File: config.mk
export PLATFORM = sky130hd
export DESIGN_NAME = prefetch_read_bridge
export DESIGN_NICKNAME = d
export VERILOG_FILES = /design/src/rtl/pfb_pkg.sv /design/src/rtl/pfb_line_store.sv /design/src/rtl/pfb_burst_master.sv /design/src/rtl/prefetch_read_bridge.sv
export SDC_FILE = /design/constraint.sdc
export NUM_CORES = 1
export LEC_CHECK = 0
export BUFFER_PORTS_ARGS = -buffer_cell sky130_fd_sc_hd__buf_2
export CORE_ASPECT_RATIO = 1.1
export CORE_MARGIN = 4
export CORE_UTILIZATION = 40
export CTS_CLUSTER_SIZE = 30
export DETAILED_ROUTE_END_ITERATION = 10
export GPL_ROUTABILITY_DRIVEN = 0
export GPL_TIMING_DRIVEN = 0
export PLACE_DENSITY_LB_ADDON = 0.2
export SLEW_MARGIN = 20
export SYNTH_ARGS = -nofsm -noshare
export SYNTH_HDL_FRONTEND = slang
export SYNTH_SLANG_ARGS = --single-unit
File: constraint.sdc
create_clock -name clk -period 3.1 [get_ports clk]
set_input_delay 0.62 -clock clk [delete_from_list [all_inputs] [get_ports clk]]
set_output_delay 0.62 -clock clk [all_outputs]
set_load 0.02 [all_outputs]
File: src/rtl/pfb_pkg.sv
package pfb_pkg;

    localparam int unsigned PFB_ADDR_W     = 32;
    localparam int unsigned PFB_DATA_W     = 32;
    localparam int unsigned PFB_LINE_WORDS = 8;

    typedef enum logic [1:0] {
        RSP_DATA  = 2'd0,
        RSP_RETRY = 2'd1,
        RSP_ERROR = 2'd2
    } rsp_code_e;

    typedef enum logic [1:0] {
        LN_EMPTY,
        LN_FILL,
        LN_READY,
        LN_FAIL
    } line_state_e;

    typedef enum logic [1:0] {
        BM_IDLE,
        BM_ADDR,
        BM_DATA
    } burst_state_e;

    typedef struct packed {
        logic      valid;
        rsp_code_e code;
    } rsp_head_t;

    function automatic rsp_code_e hit_code(line_state_e st);
        case (st)
            LN_READY: return RSP_DATA;
            LN_FAIL:  return RSP_ERROR;
            default:  return RSP_RETRY;
        endcase
    endfunction

endpackage

File: src/rtl/pfb_line_store.sv
module pfb_line_store #(
    parameter int unsigned DATA_W     = pfb_pkg::PFB_DATA_W,
    parameter int unsigned LINE_WORDS = pfb_pkg::PFB_LINE_WORDS,
    localparam int unsigned IDX_W     = $clog2(LINE_WORDS)
) (
    input  logic              clk,
    input  logic              we,
    input  logic [IDX_W-1:0]  widx,
    input  logic [DATA_W-1:0] wdata,
    input  logic [IDX_W-1:0]  ridx,
    output logic [DATA_W-1:0] rdata
);
    logic [DATA_W-1:0] words [LINE_WORDS];

    for (genvar w = 0; w < LINE_WORDS; w++) begin : g_word
        always_ff @(posedge clk) begin
            if (we && widx == IDX_W'(w)) begin
                words[w] <= wdata;
            end
        end
    end

    assign rdata = words[ridx];
endmodule

File: src/rtl/pfb_burst_master.sv
module pfb_burst_master
    import pfb_pkg::*;
#(
    parameter int unsigned ADDR_W     = PFB_ADDR_W,
    parameter int unsigned DATA_W     = PFB_DATA_W,
    parameter int unsigned LINE_WORDS = PFB_LINE_WORDS,
    localparam int unsigned IDX_W     = $clog2(LINE_WORDS),
    localparam int unsigned OFF_W     = IDX_W + $clog2(DATA_W / 8)
) (
    input  logic              clk,
    input  logic              rst,
    input  logic              start,
    input  logic [ADDR_W-1:0] start_base,
    output logic              dn_avalid,
    input  logic              dn_aready,
    output logic [ADDR_W-1:0] dn_addr,
    input  logic              dn_dvalid,
    output logic              dn_dready,
    input  logic [DATA_W-1:0] dn_data,
    input  logic              dn_err,
    output logic              beat_we,
    output logic [IDX_W-1:0]  beat_idx,
    output logic [DATA_W-1:0] beat_data,
    output logic              done,
    output logic              done_err
);
    localparam logic [IDX_W-1:0] LAST_IDX = IDX_W'(LINE_WORDS - 1);

    burst_state_e      st_q;
    logic [ADDR_W-1:0] base_q;
    logic [IDX_W-1:0]  cnt_q;
    logic              err_q;

    assign dn_avalid = (st_q == BM_ADDR);
    assign dn_addr   = base_q;
    assign dn_dready = (st_q == BM_DATA);
    assign beat_we   = dn_dready && dn_dvalid;
    assign beat_idx  = cnt_q;
    assign beat_data = dn_data;
    assign done      = beat_we && (cnt_q == LAST_IDX);
    assign done_err  = err_q || dn_err;

    always_ff @(posedge clk) begin
        if (rst) begin
            st_q   <= BM_IDLE;
            base_q <= '0;
            cnt_q  <= '0;
            err_q  <= 1'b0;
        end else begin
            case (st_q)
                BM_IDLE: if (start) begin
                    st_q   <= BM_ADDR;
                    base_q <= {start_base[ADDR_W-1:OFF_W], {OFF_W{1'b0}}};
                    cnt_q  <= '0;
                    err_q  <= 1'b0;
                end
                BM_ADDR: if (dn_aready) st_q <= BM_DATA;
                BM_DATA: if (beat_we) begin
                    cnt_q <= cnt_q + 1'b1;
                    err_q <= err_q || dn_err;
                    if (cnt_q == LAST_IDX) st_q <= BM_IDLE;
                end
                default: st_q <= BM_IDLE;
            endcase
        end
    end

    // burst address is line aligned
    p_addr_aligned_r4: assert property (@(posedge clk) disable iff (rst)
        dn_avalid |-> (dn_addr[OFF_W-1:0] == '0));

    // address phase held until accepted
    p_addr_hold_r4: assert property (@(posedge clk) disable iff (rst)
        (dn_avalid && !dn_aready) |=> (dn_avalid && $stable(dn_addr)));
endmodule

File: src/rtl/prefetch_read_bridge.sv
module prefetch_read_bridge
    import pfb_pkg::*;
#(
    parameter int unsigned ADDR_W     = PFB_ADDR_W,
    parameter int unsigned DATA_W     = PFB_DATA_W,
    parameter int unsigned LINE_WORDS = PFB_LINE_WORDS,
    localparam int unsigned IDX_W     = $clog2(LINE_WORDS),
    localparam int unsigned BYTE_W    = $clog2(DATA_W / 8),
    localparam int unsigned OFF_W     = IDX_W + BYTE_W,
    localparam int unsigned TAG_W     = ADDR_W - OFF_W
) (
    input  logic              clk,
    input  logic              rst,
    input  logic              up_valid,
    output logic              up_ready,
    input  logic              up_write,
    input  logic [ADDR_W-1:0] up_addr,
    output logic              rsp_valid,
    output logic [1:0]        rsp_status,
    output logic [DATA_W-1:0] rsp_data,
    output logic              dn_avalid,
    input  logic              dn_aready,
    output logic [ADDR_W-1:0] dn_addr,
    input  logic              dn_dvalid,
    output logic              dn_dready,
    input  logic [DATA_W-1:0] dn_data,
    input  logic              dn_err
);
    line_state_e       ln_q;
    logic [TAG_W-1:0]  tag_q;
    logic              kill_q;
    rsp_head_t         rsp_q;
    logic [DATA_W-1:0] rdata_q;

    logic              rd_req, wr_req, tag_hit, launch;
    logic              beat_we, done, done_err;
    logic [IDX_W-1:0]  beat_idx;
    logic [DATA_W-1:0] beat_data, store_rd;

    assign up_ready = 1'b1;
    assign rd_req   = up_valid && !up_write;
    assign wr_req   = up_valid && up_write;
    assign tag_hit  = (ln_q != LN_EMPTY) && (up_addr[ADDR_W-1:OFF_W] == tag_q);
    assign launch   = rd_req && !tag_hit && (ln_q != LN_FILL);

    pfb_burst_master #(
        .ADDR_W(ADDR_W), .DATA_W(DATA_W), .LINE_WORDS(LINE_WORDS)
    ) u_burst (
        .clk(clk), .rst(rst), .start(launch), .start_base(up_addr),
        .dn_avalid(dn_avalid), .dn_aready(dn_aready), .dn_addr(dn_addr),
        .dn_dvalid(dn_dvalid), .dn_dready(dn_dready), .dn_data(dn_data),
        .dn_err(dn_err), .beat_we(beat_we), .beat_idx(beat_idx),
        .beat_data(beat_data), .done(done), .done_err(done_err)
    );

    pfb_line_store #(
        .DATA_W(DATA_W), .LINE_WORDS(LINE_WORDS)
    ) u_store (
        .clk(clk), .we(beat_we), .widx(beat_idx), .wdata(beat_data),
        .ridx(up_addr[OFF_W-1:BYTE_W]), .rdata(store_rd)
    );

    always_ff @(posedge clk) begin
        if (rst) begin
            ln_q    <= LN_EMPTY;
            tag_q   <= '0;
            kill_q  <= 1'b0;
            rsp_q   <= '{valid: 1'b0, code: RSP_DATA};
            rdata_q <= '0;
        end else begin
            rsp_q.valid <= up_valid;
            if (up_valid) begin
                rsp_q.code <= wr_req ? RSP_DATA : (tag_hit ? hit_code(ln_q) : RSP_RETRY);
                rdata_q    <= (rd_req && tag_hit && ln_q == LN_READY) ? store_rd : '0;
            end
            if (launch) begin
                ln_q   <= LN_FILL;
                tag_q  <= up_addr[ADDR_W-1:OFF_W];
                kill_q <= 1'b0;
            end else if (ln_q == LN_FILL) begin
                if (done) begin
                    ln_q <= (kill_q || (wr_req && tag_hit)) ? LN_EMPTY
                          : (done_err ? LN_FAIL : LN_READY);
                end else if (wr_req && tag_hit) begin
                    kill_q <= 1'b1;
                end
            end else if (wr_req && tag_hit) begin
                ln_q <= LN_EMPTY;
            end else if (rd_req && tag_hit && ln_q == LN_FAIL) begin
                ln_q <= LN_EMPTY;
            end
        end
    end

    assign rsp_valid  = rsp_q.valid;
    assign rsp_status = rsp_q.code;
    assign rsp_data   = rdata_q;

    // each accepted request is answered in the next cycle
    p_rsp_next_r3: assert property (@(posedge clk) disable iff (rst)
        up_valid |=> rsp_valid);
    p_rsp_quiet_r3: assert property (@(posedge clk) disable iff (rst)
        !up_valid |=> !rsp_valid);

    // read to the filling line gets retry
    p_fill_retry_r5: assert property (@(posedge clk) disable iff (rst)
        (rd_req && tag_hit && ln_q == LN_FILL) |=> (rsp_status == 2'd1));

    // read to a poisoned line gets the error status
    p_fail_error_r9: assert property (@(posedge clk) disable iff (rst)
        (rd_req && tag_hit && ln_q == LN_FAIL) |=> (rsp_status == 2'd2));

    // write hit on a complete line empties it
    p_write_kill_r8: assert property (@(posedge clk) disable iff (rst)
        (wr_req && tag_hit && ln_q == LN_READY) |=> (ln_q == LN_EMPTY));
endmodule

==> metrics, run 1 <==
Sw Ratio=a little over a fifth; hpwl dp=approximately 20 mm; layout cell share with drive strength beyond 1=a little over a quarter; vias=approximately 7.7k; largest net degree at the start of global routing=38; GR peak layer=met2; sequential share of power=between 50% and 60%; grt total ovfl=0; setup_tns=0 ps; largest area contributor in the netlist=edfxtp_1; met3 Use GR=roughly 3.6%; initial core utilization=between 40% and 50%; Worst setup EP type=flop; hold crit path type=in2reg; Worst EP arrival=roughly 3000 ps; Yosys top cell area share=between 50% and 60%; FF+latch area=roughly 0.0096 mm²; number of diodes=0; CTS Hold Bufs=0; detail-routed via count per cell=about 5; Worst Skew=about 16 ps; Max-slew headroom=35.0%; Clock Path Buffers=3; post-layout util=a little under half; CTS Sinks=between 300 and 400; CP startpoint kind=flop; Core Area=~0.034 mm²; cell internal pwr=7.66 mW; Tot GR Track Use=between 15 and 20%; vias in the first global route=a little under 8k; fin. max-slew vios=0; Filler cells=between 2k and 3k; Post-synth EDFFs=~260; CTS tree=done; Comb power frac=between 5 and 6%; Finished Cell Area=approximately 0.016 mm²; post-synthesis async set-or-reset flop share=0%; CP Data Required Time=around 3500 ps; DRT Wirelength=30.2 mm; Die Span Y=about 200 µm; Post-CTS Setup Inserts=0; Final Net Count=between 1k and 1.5k; Total Power=9.73 mW; initial antenna violation count=3; Skew-Pair Late Insertion Delay=between 500 and 600 ps; Syn Inst Count=about 850; Initial DRT Pass Iterations=5; Syn-to-layout area delta=17.7%; Syn Area/Cell=roughly 16 µm²; leakage=5.89 nW; Root Buffer=clkbuf_16; Max Cap Viol=0; first-pass GRT wire length=roughly 47 mm; clock slew at reported path FFs=60 ps; final worst path period share=83.0%; critical path class=reg2reg; final setup violating endpoints=0; area of the multi-input gates=0.00392 mm²; Area contributors post-synth=edfxtp_1, dfxtp_1, mux4_2, mux2i_1, o21ai_0; floorplan row count=between 70 and 80; CP Max Fanout=10; area of the mapped netlist=about 0.014 mm²; worst slew pin tran=976 ps; RSZ-0062 raised after global routing=false; H-tree depth=2; f_max=approximately 400 MHz; post-synthesis sequential area ratio=69.7%; ANT nets after route=0; Port Buffers=roughly 130; io pins=141; Tmin final=approximately 2600 ps; Most used DFF post-synth=edfxtp_1; initial drt markers=440; placed cell areas=around 0.015 mm²; CTS Buf Count=37; clock network power share=41.5%; peak supply drop=0.321 mV; Fin. Hold Viols=0; power per cell area=597 mW/mm²; sw power=around 2.1 mW; Synth cell types=46; Die Wd=185 µm; YS warnings=0; met1 GRT Util=between 20 and 25%; post-CTS sizing=0; Die ar.=about 0.038 mm²; Yosys reg bits=354; status=finished, final reports clean; # DRC=0; met2 Usage GRT=between 20% and 30%; mean routed wirelength per cell=20.1 µm
-- cells by family (layout without fill, tap and decap cells) --
family,after synthesis,in the layout,synth area share [%]
flip-flops,354,354,69.7
AND/OR/NAND/NOR,171,171,7.03
multiplexers,123,123,14.7
AO/OA/AOI/OAI,108,108,4.15
buffers and inverters,63,264,2.13
XOR/XNOR,27,27,1.71
adder cells (fa/ha/maj),6,6,0.542
other,2,6,0.0543
-- Yosys cell counts (all sizes together), types with 2 or more instances --
cell	count
edfxtp	256
dfxtp	98
o21ai	90
mux4	64
mux2i	59
nand2b	58
nand2	37
clkbuf	35
nor2b	31
xor2	24
buf	23
and3	9
nor4	8
a21oi	7
nor2	7
nor3	7
ha	6
inv	5
or2	3
or3	3
xnor2	3
a211oi	2
conb	2
nand3	2
nand3b	2
-- cell usage in the layout, fill, tap and decap left out, types with 7 or more instances in the layout --
| cell | count |
|---|---|
| edfxtp_1 | 256 |
| buf_2 | 138 |
| dfxtp_1 | 98 |
| o21ai_0 | 79 |
| mux4_2 | 64 |
| mux2i_1 | 59 |
| nand2b_1 | 58 |
| clkbuf_1 | 49 |
| nand2_1 | 37 |
| clkbuf_16 | 37 |
| nor2b_1 | 31 |
| xor2_1 | 24 |
| o21ai_1 | 11 |
| buf_4 | 8 |
| and3_2 | 7 |
| nor4_1 | 7 |
| nor2_1 | 7 |
| a21oi_1 | 7 |
-- final timing paths --
kind / startpoint / end / slack [ps] / depth (start not counted)
worst max-delay path: tag_q[19] / rsp_data[21] / 530 / 7
worst min-delay path: dn_data[2] / u_store.words[3][2] / 370 / 1
worst max register to register: tag_q[19] / rsp_data[21] / 530 / 7
worst min register to register: rsp_data[11] / rsp_data[11] / 440 / 2
-- layout make-up --
class | instances | share of cell area [%]
sequential | 354 | 59.2
multi-input combinational | 441 | 24.1
clock buffer | 57 | 6.39
timing repair buffer | 135 | 4.84
tap | 438 | 3.36
buffer | 58 | 1.72
clock inverter | 9 | 0.292
inverter | 5 | 0.115
-- stage by stage --
stage / hold WS (ps) / setup WS, ps / cells
2_1_floorplan: 475 / 194 / 858
3_3_place_gp: 429 / -741 / 1424
3_5_place_dp: 438 / -0.153 / 1431
4_1_cts: 346 / 428 / 1497
5_1_grt: 356 / 191 / 1497
6_report: 367 / 526 / 1497
-- layer usage --
layer  up-vias  share of wire [%]
met5         -               0.14
met4         6                1.6
met3        46                5.5
met2       187                 49
met1      3847                 44
li1       3590                  -
-- critical path, cell delays in order (launching register included) --
cell and delay, ps:
dfxtp_1 310, xor2_1 160, nor4_1 320, nand4_1 320, nor3_2 420, nand3b_1 350, clkbuf_1 360, o21ai_0 230
-- power by group through the flow --
| stage | logic [mW] | registers, mW | clock network, mW |
|---|---|---|---|
| 3_3_place_gp | 0.555 | 5.24 | 0 |
| 5_1_grt | 0.609 | 5.14 | 4.38 |
| 4_1_cts | 0.562 | 5.14 | 4.15 |
| 3_5_place_dp | 0.561 | 5.24 | 0 |
| 6_report | 0.551 | 5.14 | 4.04 |
| 2_1_floorplan | 0.318 | 5.26 | 0 |
-- state kept, by name, summed over array words and instances (netlist names), 2 cells and up --
name and flops:
u_burst.dn_addr 27, rsp_status 2, u_burst.beat_idx 3, rsp_data 32
tag_q 27, ln_q 2, u_burst.st_q 2, u_store.words 256
(Power assumes the default switching activity.)
==> run 2: changes to the inputs <==
Clock period 3.1 ns to 2.7 ns, I/O delays scaled along.
==> run 2 against run 1 <==
  * Setup slack got worse by 260 ps
  * Sequential share of layout area decreased by 0.30 points
  * Clock-buffer cell count down 4
  * Via count rose by 0.23%
  * Clock skew up 1.7 ps
  * Global-route usage is 0.15 points higher
  * Largest power group unchanged
  * Highest routed layer unchanged
==> metrics, run 2 (synthesis results as in run 1) <==
status=finished, final reports clean; most frequent cell on the critical path=ha_1; Finished Cell Area=0.0164 mm² (+0.51%); max reg flops=256 (unchanged); vias in the first global route=8,047 (+2.7%); Max Cap Viol=0 (unchanged); Tmin final=2440 ps (-139 ps); cell family with most CP delay=buffers and inverters; f_max=411 MHz (+5.7%); cell internal pwr=8.90 mW (+16%); Sw Ratio=21.3% (-0.042 points); Worst Skew=17.8 ps (+1.69 ps); Comb power frac=5.6% (about the same); worst slew pin tran=969 ps (-6.81 ps); CP cell instances=ha_1 -> ha_1 -> and3_1 -> clkbuf_4 -> a21oi_1 -> or4_1 -> o21ai_0 -> a211oi_1; Port Buffers=128 (unchanged); critical path class=reg2reg; CP Data Required Time=3090 ps (-440 ps); power per cell area=690 mW/mm² (+16%); first-pass GRT wire length=47.2 mm (+1.1%); vias=7,694 (+0.23%); # DRC=0 (unchanged); DRT Wirelength=30.6 mm (+1.5%); sw power=2.40 mW (+16%); Initial DRT Pass Iterations=5 (unchanged); CP startpoint kind=flop; Buf+Inv Stages, Crit Path=1 (unchanged); placed cell areas=0.0152 mm² (unchanged); initial core utilization=40.5% (unchanged); CTS Sinks=354 (unchanged); Skew-Pair Late Insertion Delay=530 ps (about the same); Final Net Count=1,110 (+0.090%); Die Wd=185 µm (unchanged); Worst EP arrival=2830 ps (-170 ps); commonest non-fill, non-tap cell in the layout=edfxtp_1; initial drt markers=393 (-11%); Fin. Hold Viols=0 (unchanged); Tot GR Track Use=16.4% (+0.15 points); Core Area=0.0342 mm² (unchanged); largest net degree at the start of global routing=38 (unchanged); layout cell share with drive strength beyond 1=26.5% (+0.42 points); RSZ-0062 raised after global routing=false; Total Power=11.3 mW (+16%); fin. max-slew vios=0 (unchanged); Die ar.=0.0377 mm² (unchanged); CTS Buf Count=37 (unchanged); most frequent cells in the layout=edfxtp_1, buf_2, dfxtp_1; Slowest-stage cell, CP=clkbuf_4; Filler cells=2,962 (-0.37%); largest register by flop count=u_store.words; Worst setup EP type=flop; Max-slew headroom=35.4% (+0.45 points); hold crit path type=in2reg; CTS tree=done; CP Max Fanout=37 (+27); detail-routed via count per cell=5.12 (about the same); H-tree depth=2 (unchanged); peak supply drop=0.479 mV (+49%); mean routed wirelength per cell=20.4 µm (+1.2%); CTS Hold Bufs=0 (unchanged); CP peak stage delay=580 ps (+160 ps); Clock Path Buffers=3 (unchanged); grt total ovfl=0 (unchanged); initial antenna violation count=3 (unchanged); leakage=5.94 nW (+0.83%); clock slew at reported path FFs=60 ps (about the same); io pins=141 (unchanged); ANT nets after route=0 (unchanged); final worst path period share=90.2% (+7.2 points); Syn-to-layout area delta=18.3%; Root Buffer=clkbuf_16; final setup violating endpoints=0 (unchanged); sequential share of power=52.2% (-0.6 points); floorplan row count=71 (unchanged); clock network power share=42.2% (+0.7 points); Die Span Y=203 µm (unchanged); hpwl dp=19.6 mm (-0.29%)
## run 2: layout make-up
type / instances / area (µm²) / share of cell area (%)
Antenna cell: 3 / 7.51 / 0.0458
Buffer: 58 / 283 / 1.73
Clock buffer: 53 / 1030 / 6.27
Clock inverter: 14 / 115 / 0.703
Inverter: 5 / 18.8 / 0.115
Multi-Input combinational cell: 441 / 3940 / 24.0
Sequential cell: 354 / 9650 / 58.9
Tap cell: 438 / 548 / 3.35
Timing Repair Buffer: 136 / 796 / 4.86
## run 2: through the flow
stage | util, % | hold slack [ps] | std cells | TNS (ps) | setup WS, ps
CTS | 47.8 | 248 | 1498 | 0 | 5.22
global route | 47.9 | 268 | 1500 | 0 | 25.8
floorplan | - | 475 | 858 | 0 | 207
global placement | 44.0 | 430 | 1424 | -121880 | -548
detailed placement | 44.5 | 439 | 1431 | -15910 | -362
finish | 47.9 | 286 | 1502 | 0 | 264
## run 2: what timing repair did
item	4_1_cts	5_1_grt
gates resized for setup	0	6
endpoints found under the setup margin	0	38
buffers inserted	0	1
## run 2: worst register-to-register path, delay by kind of cell (launching register included)
family | cells | cell delay (ps)
flops | 1 | 380
simple gates | 2 | 550
compound gates | 3 | 430
fa+ha+maj | 2 | 380
buf+inv | 1 | 580
## run 2: routing by layer
metal / global-route usage [%] / wire length, µm / vias to the layer above
li1: - / - / 3601
met1: 22.4 / 13400 / 3882
met2: 26.8 / 15100 / 172
met3: 3.53 / 1530 / 35
met4: 4.12 / 578 / 4
met5: 0 / 21 / -
## run 2: power by group through the flow
| stage | Clock (mW) | Sequential, mW | Combinational [mW] |
|---|---|---|---|
| CTS | 4.92 | 5.90 | 0.647 |
| global placement | 0 | 6.02 | 0.637 |
| finish | 4.77 | 5.90 | 0.635 |
| floorplan | 0 | 6.04 | 0.366 |
| global route | 5.15 | 5.90 | 0.700 |
| detailed placement | 0 | 6.02 | 0.644 |
## run 2: path summary, 6_finish.rpt
check                                    startpoint                    to  slack [ps]  cells past startpoint
worst min-delay path                    dn_data[10]  u_store.words[0][10]         290                      1
worst max register to register  u_burst.beat_idx[0]               ln_q[0]         260                      8
worst min register to register         rsp_data[18]          rsp_data[18]         450                      2
worst max-delay path            u_burst.beat_idx[0]               ln_q[0]         260                      8
==> run 3: changes to the inputs <==
Settings changed: ABC_AREA set to 1.
==> run 3 against run 2 <==
  * Critical path depth is the same
  * Worst hold slack about the same
  * First-iteration DRC count up 79%
  * Synthesized area is 3.3% higher
  * Largest cell class unchanged
  * Largest power group unchanged
==> metrics, run 3 <==
critical path endpoint=u_store.words[5][30]; initial antenna violation count=7 (+4); sequential share of power=50.1% (-2.1 points); cell internal pwr=9.11 mW (+2.3%); post-synthesis adder-cell area fraction=0.525% (-0.017 points); reg-to-reg endpoint=u_store.words[5][30]; final setup violating endpoints=0 (unchanged); worst slew pin tran=1090 ps (+124 ps); GR peak layer=met2; Die Span Y=206 µm (+1.6%); post-synthesis xor/xnor area fraction=0.980% (-0.73 points); largest register by flop count=u_store.words; Final Net Count=1,575 (+42%); Reg2Reg Depth=8 (unchanged); Total Power=11.9 mW (+5.0%); RSZ-0062 raised after global routing=false; initial core utilization=40.6% (+0.13 points); hold crit path type=in2reg; mux contribution to synthesized area=0% (-15 points); Yosys top cell area share=53.7% (-1.8 points); most frequent cells after synthesis=nand2_1, edfxtp_1, a21oi_1, dfxtp_1, nand4_1; met2 Usage GRT=34.3% (+7.5 points); area of the mapped netlist=0.0143 mm² (+3.3%); Syn Area/Cell=11.0 µm² (-32%); largest area contributor in the netlist=edfxtp_1; Area contributors post-synth=edfxtp_1, dfxtp_1, nand2_1, a21oi_1, a32o_1; Most used DFF post-synth=edfxtp_1; leakage=6.49 nW (+9.2%); Sw Ratio=23.2% (+2.0 points); floorplan row count=72 (+1.4%); Worst R2R Start=u_burst.st_q[0]; Max Cap Viol=0 (unchanged); most frequent cells in the layout=nand2_1, edfxtp_1, buf_2; Syn-to-layout area delta=20.1%; YS warnings=0 (unchanged); initial drt markers=703 (+79%); R2R Setup Slk=170 ps (-90 ps); CP peak stage delay=590 ps (about the same); post-synthesis sequential area ratio=67.5% (-2.2 points); clock network power share=41.8% (-0.4 points); Worst EP arrival=2760 ps (-70 ps); Post-synth EDFFs=256 (unchanged); layout cell share with drive strength beyond 1=16.4% (-10 points); io pins=141 (unchanged); # DRC=0 (unchanged); final std cells w/o fill=2,009 (+34%); grt total ovfl=0 (unchanged); FF+latch area=0.00965 mm² (unchanged); DRT Wirelength=39.5 mm (+29%); CTS Buf Count=38 (+2.7%); status=finished, final reports clean; Max-slew headroom=26.9% (-8.5 points); detail-routed via count per cell=5.20 (+1.5%); Root Buffer=clkbuf_16; ANT nets after route=0 (unchanged); CP Data Required Time=2940 ps (-150 ps); setup_tns=0 ps (unchanged); vias in the first global route=10.4k (+29%); Comb power frac=8.2% (+2.6 points); clock slew at reported path FFs=60 ps (about the same); Initial DRT Pass Iterations=6 (+1); CTS Sinks=354 (unchanged); f_max=396 MHz (-3.6%); post-synthesis async set-or-reset flop share=0% (unchanged); Core Area=0.0352 mm² (+3.0%); peak supply drop=0.452 mV (-5.8%); CTS tree=done; Fin. Hold Viols=0 (unchanged); Worst setup EP type=flop; largest net degree at the start of global routing=20 (-47%); CP Max Fanout=11 (-70%); Yosys reg bits=354 (unchanged); Clock Path Buffers=3 (unchanged); met1 GRT Util=24.9% (+2.5 points); critical path class=reg2reg; Tot GR Track Use=19.9% (+3.5 points); fin. max-slew vios=0 (unchanged); commonest non-fill, non-tap cell in the layout=nand2_1; area of the multi-input gates=0.00413 mm² (+4.9%); max reg flops=256 (unchanged); Placed Cells=1,933 (+35%); CP cell instances=inv_1 -> nand2_1 -> inv_1 -> nand2_1 -> clkbuf_1 -> nor3_4 -> buf_8 -> buf_6; largest family of logic cells by synthesized area=simple AND/OR/NAND/NOR gates; Syn Inst Count=1,298 (+52%); area fraction in compound gates after synthesis=9.80% (+5.6 points); number of diodes=0 (-3); first-pass GRT wire length=59.8 mm (+27%); Synth cell types=37 (-20%); met3 Use GR=5.12% (+1.6 points); Post-Synth Simple-Gate Area=16.8% (+9.8 points); H-tree depth=2 (unchanged); most frequent cell after synthesis=nand2_1; sw power=2.76 mW (+15%); Skew-Pair Late Insertion Delay=530 ps (about the same); Die Wd=188 µm (+1.6%); Port Buffers=131 (+2.3%); crit path from=u_burst.st_q[0]; Filler cells=3,218 (+8.6%); final worst path period share=93.6% (+3.4 points); vias=10.4k (+36%); hpwl dp=27.1 mm (+38%); Worst Skew=19.0 ps (+1.18 ps); power per cell area=691 mW/mm² (about the same); Slowest-stage cell, CP=nor3_4; Tmin final=2530 ps (+91.1 ps); Die ar.=0.0389 mm² (+3.2%); mean routed wirelength per cell=19.7 µm (-3.6%); CP startpoint kind=flop
-- run 3: cell count changes after synthesis, sizes merged, moves of 49 or more --
cell | before | now
nand2 | 37 | 411
o21ai | 90 | 23
mux4 | 64 | 0
nand4 | 1 | 57
a21oi | 7 | 129
nand2b | 58 | 0
mux2i | 59 | 0
a32o | 1 | 50
-- run 3: metal layers --
metal | routed length, µm | share of wire, %
met2 | 19000 | 48
met3 | 2920 | 7.4
met5 | 79 | 0.20
met4 | 1040 | 2.6
met1 | 16400 | 42
-- run 3: cell families (layout without fill, tap and decap cells) --
logic type	count (synthesis)	in the layout
simple gates	565	565
flops	354	354
compound gates	219	219
buf+inv	136	362
xor+xnor	16	16
fa+ha+maj	6	6
other cells	2	6
-- run 3: area by class of cell --
| class | instances | area share [%] |
|---|---|---|
| plain buffers | 88 | 2.61 |
| clock buffers | 62 | 6.49 |
| multi-input cells | 812 | 24.0 |
| inverters | 48 | 1.05 |
| repair buffers | 156 | 5.83 |
| clock inverters | 8 | 0.335 |
| well taps | 481 | 3.50 |
| flip-flops and latches | 354 | 56.2 |
-- run 3: how the worst min path moves through the flow --
| stage | start | to | slack (ps) | cells after the start |
|---|---|---|---|---|
| final | dn_data[14] | u_store.words[0][14] | 290 | 1 |
| after global routing | dn_data[9] | u_store.words[0][9] | 280 | 1 |
| after CTS | dn_data[9] | u_store.words[1][9] | 260 | 1 |
| after detailed placement | rsp_data[23] | rsp_data[23] | 430 | 2 |
| after global placement | rsp_data[23] | rsp_data[23] | 430 | 2 |
| after floorplan | tag_q[17] | tag_q[17] | 440 | 2 |
-- run 3: metrics by stage --
step	cell area (µm²)	utilization [%]	setup WS, ps	hold WS [ps]
6_report	17200	48.8	173	286
5_1_grt	17200	48.8	13.6	279
4_1_cts	17100	48.7	136	262
3_5_place_dp	15900	45.3	-79.4	435
3_3_place_gp	15600	44.3	-1670	433
2_1_floorplan	14300	-	-198	444
-- run 3: power by group through the flow --
| stage | Sequential, mW | Clock [mW] | Combinational, mW |
|---|---|---|---|
| 5_1_grt | 5.95 | 5.25 | 1.07 |
| 4_1_cts | 5.94 | 5.03 | 0.976 |
| 6_report | 5.94 | 4.96 | 0.970 |
| 3_5_place_dp | 6.06 | 0 | 0.973 |
| 3_3_place_gp | 6.05 | 0 | 0.947 |
| 2_1_floorplan | 6.08 | 0 | 0.554 |
-- run 3: critical path: cells and delay by family (launching register included) --
family / cells / cell delay [ps]
buffers and inverters: 5 / 1050
AND/OR/NAND/NOR: 3 / 870
flip-flops: 1 / 310
-- run 3: timing repair --
item / CTS / global route
buffers inserted: 2 / 4
endpoints found under the setup margin: 19 / 20
hold buffers: 0 / 0
gates resized for setup: 0 / 0
hold endpoints to repair: 0 / 0
pin swaps: 2 / 3
